--- src/rtl/evtag_pkg.sv ---
package evtag_pkg;

    typedef enum logic [0:0] {
        ST_COUNT   = 1'b0,
        ST_PUBLISH = 1'b1
    } ivl_state_e;

endpackage

--- src/rtl/evtag_buffer.sv ---
module evtag_buffer #(
    parameter int TAG_W = 20,
    parameter int DEPTH = 32
) (
    input  logic             clk,
    input  logic             rst_n,
    input  logic             wr_en,
    input  logic [TAG_W-1:0] wr_tag,
    input  logic             lk_en,
    input  logic [TAG_W-1:0] lk_tag,
    output logic             lk_hit
);
    localparam int IDX_W = (DEPTH > 1) ? $clog2(DEPTH) : 1;
    localparam logic [IDX_W-1:0] LAST = IDX_W'(DEPTH - 1);

    logic [TAG_W-1:0] tag_q [DEPTH];
    logic [DEPTH-1:0] vld_q;
    logic [DEPTH-1:0] match;
    logic [IDX_W-1:0] wr_ptr_q;

    // Per-slot compare and update; a write to a slot beats its invalidation
    for (genvar g = 0; g < DEPTH; g++) begin : g_slot
        assign match[g] = vld_q[g] && (tag_q[g] == lk_tag);

        always_ff @(posedge clk) begin
            if (!rst_n) begin
                vld_q[g] <= 1'b0;
                tag_q[g] <= '0;
            end else if (wr_en && (wr_ptr_q == IDX_W'(g))) begin
                vld_q[g] <= 1'b1;
                tag_q[g] <= wr_tag;
            end else if (lk_en && match[g]) begin
                vld_q[g] <= 1'b0;
            end
        end
    end

    assign lk_hit = lk_en && (|match);

    // Oldest-slot pointer
    always_ff @(posedge clk) begin
        if (!rst_n) begin
            wr_ptr_q <= '0;
        end else if (wr_en) begin
            wr_ptr_q <= (wr_ptr_q == LAST) ? '0 : wr_ptr_q + 1'b1;
        end
    end

endmodule

--- src/rtl/evtag_sat_counter.sv ---
module evtag_sat_counter #(
    parameter int W = 16
) (
    input  logic         clk,
    input  logic         rst_n,
    input  logic         restart,
    input  logic         inc,
    output logic [W-1:0] cnt
);
    localparam logic [W-1:0] MAX = {W{1'b1}};

    always_ff @(posedge clk) begin
        if (!rst_n) begin
            cnt <= '0;
        end else if (restart) begin
            cnt <= W'(inc);
        end else if (inc && (cnt != MAX)) begin
            cnt <= cnt + 1'b1;
        end
    end

endmodule

--- src/rtl/evtag_ivl_ctrl.sv ---
module evtag_ivl_ctrl
    import evtag_pkg::*;
#(
    parameter int CNT_W = 16
) (
    input  logic             clk,
    input  logic             rst_n,
    input  logic             ivl_end,
    input  logic [CNT_W-1:0] hit_cnt,
    input  logic [CNT_W-1:0] acc_cnt,
    output logic             snap_vld,
    output logic [CNT_W-1:0] snap_hits,
    output logic [CNT_W-1:0] snap_accs
);
    ivl_state_e state_q, state_d;

    always_comb begin
        state_d = state_q;
        unique case (state_q)
            ST_COUNT:   state_d = ivl_end ? ST_PUBLISH : ST_COUNT;
            ST_PUBLISH: state_d = ivl_end ? ST_PUBLISH : ST_COUNT;
            default:    state_d = ST_COUNT;
        endcase
    end

    // State register
    always_ff @(posedge clk) begin
        if (!rst_n) state_q <= ST_COUNT;
        else        state_q <= state_d;
    end

    // Outputs: snapshot capture on the strobe
    always_ff @(posedge clk) begin
        if (!rst_n) begin
            snap_hits <= '0;
            snap_accs <= '0;
        end else if (ivl_end) begin
            snap_hits <= hit_cnt;
            snap_accs <= acc_cnt;
        end
    end

    assign snap_vld = (state_q == ST_PUBLISH);

endmodule

--- src/rtl/evtag_demand_mon.sv ---
module evtag_demand_mon #(
    parameter int TAG_W = 20,
    parameter int DEPTH = 32,
    parameter int CNT_W = 16
) (
    input  logic             clk,
    input  logic             rst_n,
    input  logic             evict_vld,
    input  logic [TAG_W-1:0] evict_tag,
    input  logic             acc_vld,
    input  logic             acc_miss,
    input  logic [TAG_W-1:0] acc_tag,
    input  logic             ivl_end,
    output logic             snap_vld,
    output logic [CNT_W-1:0] snap_hits,
    output logic [CNT_W-1:0] snap_accs
);
    logic             lookup_en;
    logic             lookup_hit;
    logic [CNT_W-1:0] hit_cnt;
    logic [CNT_W-1:0] acc_cnt;

    assign lookup_en = acc_vld && acc_miss;

    evtag_buffer #(.TAG_W(TAG_W), .DEPTH(DEPTH)) u_buf (
        .clk    (clk),
        .rst_n  (rst_n),
        .wr_en  (evict_vld),
        .wr_tag (evict_tag),
        .lk_en  (lookup_en),
        .lk_tag (acc_tag),
        .lk_hit (lookup_hit)
    );

    evtag_sat_counter #(.W(CNT_W)) u_hit_cnt (
        .clk     (clk),
        .rst_n   (rst_n),
        .restart (ivl_end),
        .inc     (lookup_hit),
        .cnt     (hit_cnt)
    );

    evtag_sat_counter #(.W(CNT_W)) u_acc_cnt (
        .clk     (clk),
        .rst_n   (rst_n),
        .restart (ivl_end),
        .inc     (acc_vld),
        .cnt     (acc_cnt)
    );

    evtag_ivl_ctrl #(.CNT_W(CNT_W)) u_ctrl (
        .clk       (clk),
        .rst_n     (rst_n),
        .ivl_end   (ivl_end),
        .hit_cnt   (hit_cnt),
        .acc_cnt   (acc_cnt),
        .snap_vld  (snap_vld),
        .snap_hits (snap_hits),
        .snap_accs (snap_accs)
    );

endmodule

--- config.mk ---
export PLATFORM = sky130hd
export DESIGN_NAME = evtag_demand_mon
export DESIGN_NICKNAME = d
export VERILOG_FILES = /design/src/rtl/evtag_pkg.sv /design/src/rtl/evtag_buffer.sv /design/src/rtl/evtag_sat_counter.sv /design/src/rtl/evtag_ivl_ctrl.sv /design/src/rtl/evtag_demand_mon.sv
export SDC_FILE = /design/constraint.sdc
export NUM_CORES = 1
export LEC_CHECK = 0
export ABC_AREA = 0
export BUFFER_PORTS_ARGS = -buffer_cell sky130_fd_sc_hd__buf_4
export CORE_UTILIZATION = 40
export CTS_CLUSTER_DIAMETER = 50
export DETAILED_ROUTE_END_ITERATION = 16
export PLACE_DENSITY = 0.58
export SKIP_LAST_GASP = 1
export SLEW_MARGIN = 0
export SYNTH_ARGS = -nofsm -noshare
export SYNTH_HDL_FRONTEND = slang
export SYNTH_SLANG_ARGS = --single-unit
--- constraint.sdc ---
create_clock -name clk -period 6.21 [get_ports clk]
set_input_delay 0.3105 -clock clk [delete_from_list [all_inputs] [get_ports clk]]
set_output_delay 0.3105 -clock clk [all_outputs]
set_load 0.005 [all_outputs]
==> flow_summary.ini, run 1 <==
[timing]
skew_ns = 0.0290
max_freq_mhz = 296
period_share_pct = 54.4
slew_headroom_pct = 13.1
drv_slew = 0
finalSetupTns_ns = 0
rsz0062_at_grt = false
setup_violations = 0
tightest_slew_ns = 1.29
finalCriticalPeriod_ns = 3.38
hold_violations = 0

[setup_path]
reg2reg_slack_ns = 2.83
arrival_ns = 3.90
crit_slowest_cell = nor2_1
cp.required_ns = 6.73
end_kind = flop
crit_chain = inv_1 > ha_2 > buf_4 > nand3_1 > nor2_1 > and2_1
worstPathMaxFanout = 90
crit_path_start_kind = flop
worstSetupPathType = flop to flop
slowest_delay_ns = 1.13

[route]
via_per_inst = 5.68
vias = 24300
drc = 0
dr.pass1.iters = 9
ant_nets = 0
wire_per_inst_um = 26.6
drt_iter0_markers = 2734
drt-total-wl_mm = 113

[layout]
fillers = 8238
fin_nets = 3048
instances_no_fill = 4271
synthToLayoutAreaGrowth_pct = 11.6
post-route-util_pct = 45.0
final_layout_size_suffix_gt1_share_pct = 10.3

[yosys]
synth_top_area_share_pct = 52.0
synthMostInstantiatedCell = edfxtp_1
syn_nets = 3112
syn_inst = 3058
synth-edff-count = 640
syn_area_per_cell_um2 = 12.1
yosysWarnings = 0
netlist_area_um2 = 37000
synthArstFlopShare_pct = 0
synth_cell_types = 45
synthFlopType = edfxtp_1
synthTopCellsByArea = edfxtp_1 (52%), xnor2_1 (14%), and3_1 (5.6%)
synth.ff_latch_count = 742
synth_top_area_cell = edfxtp_1
synth_common_cells = edfxtp_1 (640), xnor2_1 (610), and3_1 (331)
yosysSeqAreaShare_pct = 57.5

[clocking]
clk_pin_slew_ns = 0.06
cts_tree = built
cts_buffer_depth = 3
cts.htree.levels = 3
cts-root-buf = clkbuf_16
clk_latency_ns = 0.69
cts_buffers = 100
cts_sinks = 742
post_cts_buffers = 0

[die]
initial_core_util_pct = 40.4
coreArea_um2 = 91700
ios = 79
die_h_um = 306
die_x_um = 306
rows = 111
die_area_um2 = 93700

[hold_path]
hold_class = input port to flop

[grt]
grt_pass1_vias = 23400
gr-total-overflow = 0
grt_pass1_wl_mm = 163
grt.total_usage_pct = 24.0
antenna_found_initial = 9
grt_start_max_net_pins = 91

[power]
irDropWorstVdd_mv = 0.214
leakagePower_nw = 14.9
power_density_nw_per_um2 = 306

[run]
maxCapViolCount = 0

[placement]
place_inst = 4076
hpwl_mm = 58.8
numPortBuffers = 78
gp_congestion = 0.859

[outcome]
status = complete, no violations
worst paths after layout:
kind                           from                  end  depth (start not counted)
hold / removal              ivl_end      u_ctrl.snap_vld                          2
setup reg to reg  u_buf.wr_ptr_q[0]  u_buf.tag_q[1][297]                          6
hold reg to reg     u_buf.vld_q[31]      u_buf.vld_q[31]                          2
setup / recovery  u_buf.wr_ptr_q[0]  u_buf.tag_q[1][297]                          6
layer usage:
| metal | routed length (um) | vias to the layer above | GRT usage [%] |
|---|---|---|---|
| met5 | 0 | - | 0 |
| met4 | 3490 | 0 | 8.56 |
| met3 | 8930 | 215 | 3.70 |
| met2 | 53800 | 1091 | 39.1 |
| met1 | 47200 | 12200 | 32.3 |
| li1 | - | 10700 | - |
report_power, final:
group	internal, W	leakage, nW	switching (W)
combinational	0.000322	5.81	0.000703
sequential	0.00558	7.44	0.0000825
clock	0.00359	1.66	0.00236
registers in the layout, indices dropped and copies added, names as in the netlist:
name,flops
u_acc_cnt.cnt,16
u_ctrl.snap_hits,16
u_buf.wr_ptr_q,5
u_buf.tag_q,640
u_hit_cnt.cnt,16
u_buf.vld_q,32
u_ctrl.snap_accs,16
u_ctrl.snap_vld,1
final cells by class:
type,count,area [um2],area share [%]
sequential,742,21300,51.5
antenna,6,15.0,0.0364
tap,1186,1480,3.59
clock buffer,119,2650,6.41
clock inverter,68,817,1.98
timing repair buffer,115,868,2.10
multi-input combinational,2026,14200,34.3
inverter,9,33.8,0.0818
cells in the final DEF (no fill, tap or decap), drive strengths merged, types with 26 or more instances in the layout:
cell type  instances
edfxtp           640
mux2i             34
clkinv            35
nor3              35
nand4            198
and2             324
clkbuf           119
xor2              40
nor2              65
dfxtp            102
nor2b             34
xnor2            614
nand2             70
and3             331
nand3            112
buf              113
nor4              26
o21ai             30
worst max-delay path, delay by kind of cell (launching register included):
kind,cells,cell delay [ns]
adder cells (fa/ha/maj),1,0.17
flip-flops,1,0.36
AND/OR/NAND/NOR,3,1.92
buffers and inverters,2,0.75
kinds of logic (layout without fill, tap and decap cells):
group,Yosys count,after routing,share of synthesized area (%)
AO/OA/AOI/OAI,89,89,1.67
XOR/XNOR,654,654,15.6
adder cells (fa/ha/maj),8,8,0.271
buffers and inverters,290,311,4.37
flip-flops,742,742,57.5
multiplexers,34,34,0.920
other,0,6,0
AND/OR/NAND/NOR,1241,1241,19.7
stage by stage:
step	hold slack (ns)	worst slack, ns	power, W	cell area (um2)
after floorplan	0.443	3.32	0.00644	37000
after global placement	0.471	2.28	0.00676	37800
after detailed placement	0.487	2.30	0.00678	37800
after CTS	0.209	2.88	0.0127	41300
after global routing	0.244	2.69	0.0129	41300
final	0.239	2.83	0.0126	41300
repair_timing:
action,CTS,global route
gates resized for setup,0,0
endpoints found under the hold margin,2,0
hold buffers,2,0
Power figures use the tool's default switching activity.
==> run 2: changes to the inputs <==
--- a/config.mk
+++ b/config.mk
@@ -5,7 +5,7 @@
 export SDC_FILE = /design/constraint.sdc
 export NUM_CORES = 1
 export LEC_CHECK = 0
-export ABC_AREA = 0
+export ABC_AREA = 1
 export BUFFER_PORTS_ARGS = -buffer_cell sky130_fd_sc_hd__buf_4
 export CORE_UTILIZATION = 40
 export CTS_CLUSTER_DIAMETER = 50
==> constraint.sdc (replaced) <==
create_clock -name clk -period 3.2 [get_ports clk]
set_input_delay 0.16 -clock clk [delete_from_list [all_inputs] [get_ports clk]]
set_output_delay 0.16 -clock clk [all_outputs]
set_load 0.005 [all_outputs]
==> run 2 against run 1 <==
Compared with the run above:
- critical path depth up 8
- synthesized area shrank 0.91%
- via count increased by 15%
- combinational power rose by 100%
- sequential share of layout area decreased by 0.86 points
- power rose by 92%
- largest power group unchanged
==> flow_summary.ini, run 2 <==
[outcome]
status = complete, no violations

[yosys]
synth_cell_types = 36
syn_inst = 4007
synthSimpleGateAreaFrac_pct = 22.7
synthFlopType = edfxtp_1
syn_area_per_cell_um2 = 9.15
synth_top_area_cell = edfxtp_1
netlist_area_um2 = 36700
synthXorXnorAreaFrac_pct = 8.86
synth.ff_latch_count = 742
yosysSeqAreaShare_pct = 58.0
yosysWarnings = 0
synthMostInstantiatedCell = nor2_1
synth-edff-count = 640
synth_top_family_by_area = simple AND/OR/NAND/NOR gates
synthTopCellsByArea = edfxtp_1 (52%), nor2_1 (10%), nand2_1 (9.0%)
synthArstFlopShare_pct = 0
synth_top_area_share_pct = 52.4
yosys.area_share.adder_pct = 0.273
synth_compound_area_share_pct = 3.10
synthMuxAreaShare_pct = 0
syn_nets = 4061
synth_common_cells = nor2_1 (999), nand2_1 (882), edfxtp_1 (640)

[clocking]
cts.htree.levels = 3
cts_tree = built
clk_pin_slew_ns = 0.06
cts_buffer_depth = 3
cts-root-buf = clkbuf_16
clk_latency_ns = 0.68
cts_buffers = 97
post_cts_buffers = 0
cts_sinks = 742

[route]
dr.pass1.iters = 8
drt-total-wl_mm = 122
drt_iter0_markers = 3168
ant_nets = 0
via_per_inst = 5.24
vias = 28000
wire_per_inst_um = 22.8
drc = 0

[grt]
grt_pass1_vias = 26500
grt_util_met3_pct = 3.82
grt.total_usage_pct = 26.0
top_usage_layer = met2
grt_start_max_net_pins = 48
antenna_found_initial = 1
use_met2_pct = 42.7
gr-total-overflow = 0
use_met1_pct = 34.9
grt_pass1_wl_mm = 177

[placement]
gp_congestion = 0.897
hpwl_mm = 74.4
numPortBuffers = 78
place_inst = 5150

[layout]
fin_nets = 4133
synthToLayoutAreaGrowth_pct = 14.5
top_register = u_buf.tag_q
layout_common_cells = nor2_1 (998), nand2_1 (882), edfxtp_1 (640)
largestRegisters = u_buf.tag_q: 640 flops, u_buf.vld_q: 32 flops
fillers = 8520
layout_commonest_cell = nor2_1
instances_no_fill = 5339
largest_reg_flops = 640
final_layout_size_suffix_gt1_share_pct = 10.9

[timing]
drv_slew = 0
period_share_pct = 87.2
skew_ns = 0.0414
slew_headroom_pct = 20.6
setup_violations = 0
rsz0062_at_grt = false
finalCriticalPeriod_ns = 2.79
hold_violations = 0
tightest_slew_ns = 1.19
finalSetupTns_ns = 0
max_freq_mhz = 358

[die]
ios = 79
initial_core_util_pct = 40.5
coreArea_um2 = 90400
die_h_um = 305
die_x_um = 305
die_area_um2 = 92800
rows = 110

[setup_path]
crit_path_start_kind = flop
r2r_end = u_hit_cnt.cnt[1]
reg2reg_slack_ns = 0.41
worstPathMaxFanout = 15
cp.required_ns = 3.73
worstSetupPathType = flop to flop
crit_path_start = u_buf.tag_q[0][254]
r2r_start = u_buf.tag_q[0][254]
end_kind = flop
critPathCapture = u_hit_cnt.cnt[1]
r2r_cells = 14
arrival_ns = 3.32

[run]
maxCapViolCount = 0

[power]
total_power_w = 0.0242
power_density_nw_per_um2 = 577
leakagePower_nw = 17.0
irDropWorstVdd_mv = 0.433

[hold_path]
hold_class = input port to flop
## run 2: changes by cell type after synthesis, moves of 27 or more
| cell | change |
|---|---|
| clkbuf_1 | -46 |
| buf_4 | +27 |
| nor2_1 | +935 |
| inv_1 | +300 |
| nand2_1 | +812 |
| xor2_1 | +83 |
| nor2b_1 | -34 |
| buf_6 | -28 |
| o21ai_0 | +109 |
| mux2i_1 | -34 |
| xnor2_1 | -362 |
| and3_1 | -331 |
| nand4_1 | -135 |
| and2_1 | -324 |
## run 2: final cells by class
type	count	area (um2)	share of cell area (%)
inverters	323	1220	2.92
flip-flops and latches	742	21300	50.6
diodes	1	2.50	0.00596
well taps	1176	1470	3.50
multi-input cells	2694	12900	30.7
clock buffers	122	2660	6.33
repair buffers	221	1800	4.29
clock inverters	60	657	1.56
## run 2: how the worst min path moves through the flow
stage,start,to,slack [ns],depth (start not counted)
floorplan,acc_vld,u_acc_cnt.cnt[0],0.33,2
global placement,u_ctrl.snap_accs[6],u_ctrl.snap_accs[6],0.44,2
detailed placement,u_ctrl.snap_hits[5],u_ctrl.snap_hits[5],0.45,2
CTS,evict_tag[3],u_buf.tag_q[0][143],0.03,3
global route,evict_tag[3],u_buf.tag_q[0][143],0.07,3
finish,evict_tag[3],u_buf.tag_q[0][143],0.02,3
## run 2: metrics by stage
stage	hold slack (ns)	area (um2)	worst slack (ns)	util [%]
finish	0.0221	42000	0.408	46.4
floorplan	0.326	36700	0.201	-
CTS	0.0346	42000	0.428	46.4
detailed placement	0.448	38600	0.0539	42.7
global placement	0.442	38600	0.0815	42.7
global route	0.0664	42000	0.302	46.4
## run 2: worst max-delay path, stage by stage, from the launching register on
cell and delay [ns]:
edfxtp_1 0.38, or2_2 0.30, nand3_1 0.08, nor2_1 0.05, nand3_1 0.10, nand2_1 0.17, inv_1 0.15, nand2_1 0.06
nor2_1 0.36, nand2_1 0.17, nor2_2 0.26, nand2_4 0.19, nand3_2 0.16, nand2_1 0.06, nor3b_1 0.13
## run 2: logic make-up after synthesis
logic type | count (synthesis)
AO/OA/AOI/OAI | 211
XOR/XNOR | 371
adder cells (fa/ha/maj) | 8
buffers and inverters | 571
flip-flops | 742
AND/OR/NAND/NOR | 2104
## run 2: report_power, final
group / total (W) / internal [W] / switching, W / leakage, nW
clock: 0.0112 / 0.00667 / 0.00448 / 1.58
sequential: 0.0110 / 0.0108 / 0.000158 / 7.44
combinational: 0.00209 / 0.000604 / 0.00148 / 7.95
## run 2: repair_timing
item	CTS	global route
resized for setup	0	0
hold endpoints to repair	42	0
setup endpoints to repair	0	0
hold buffers	6	0
## run 2: per-layer routing
metal  vias to the layer above  wire [um]
li1                      12900          -
met5                         -          0
met2                      1265      56800
met1                     13600      49900
met3                       234      10900
met4                         0       4230
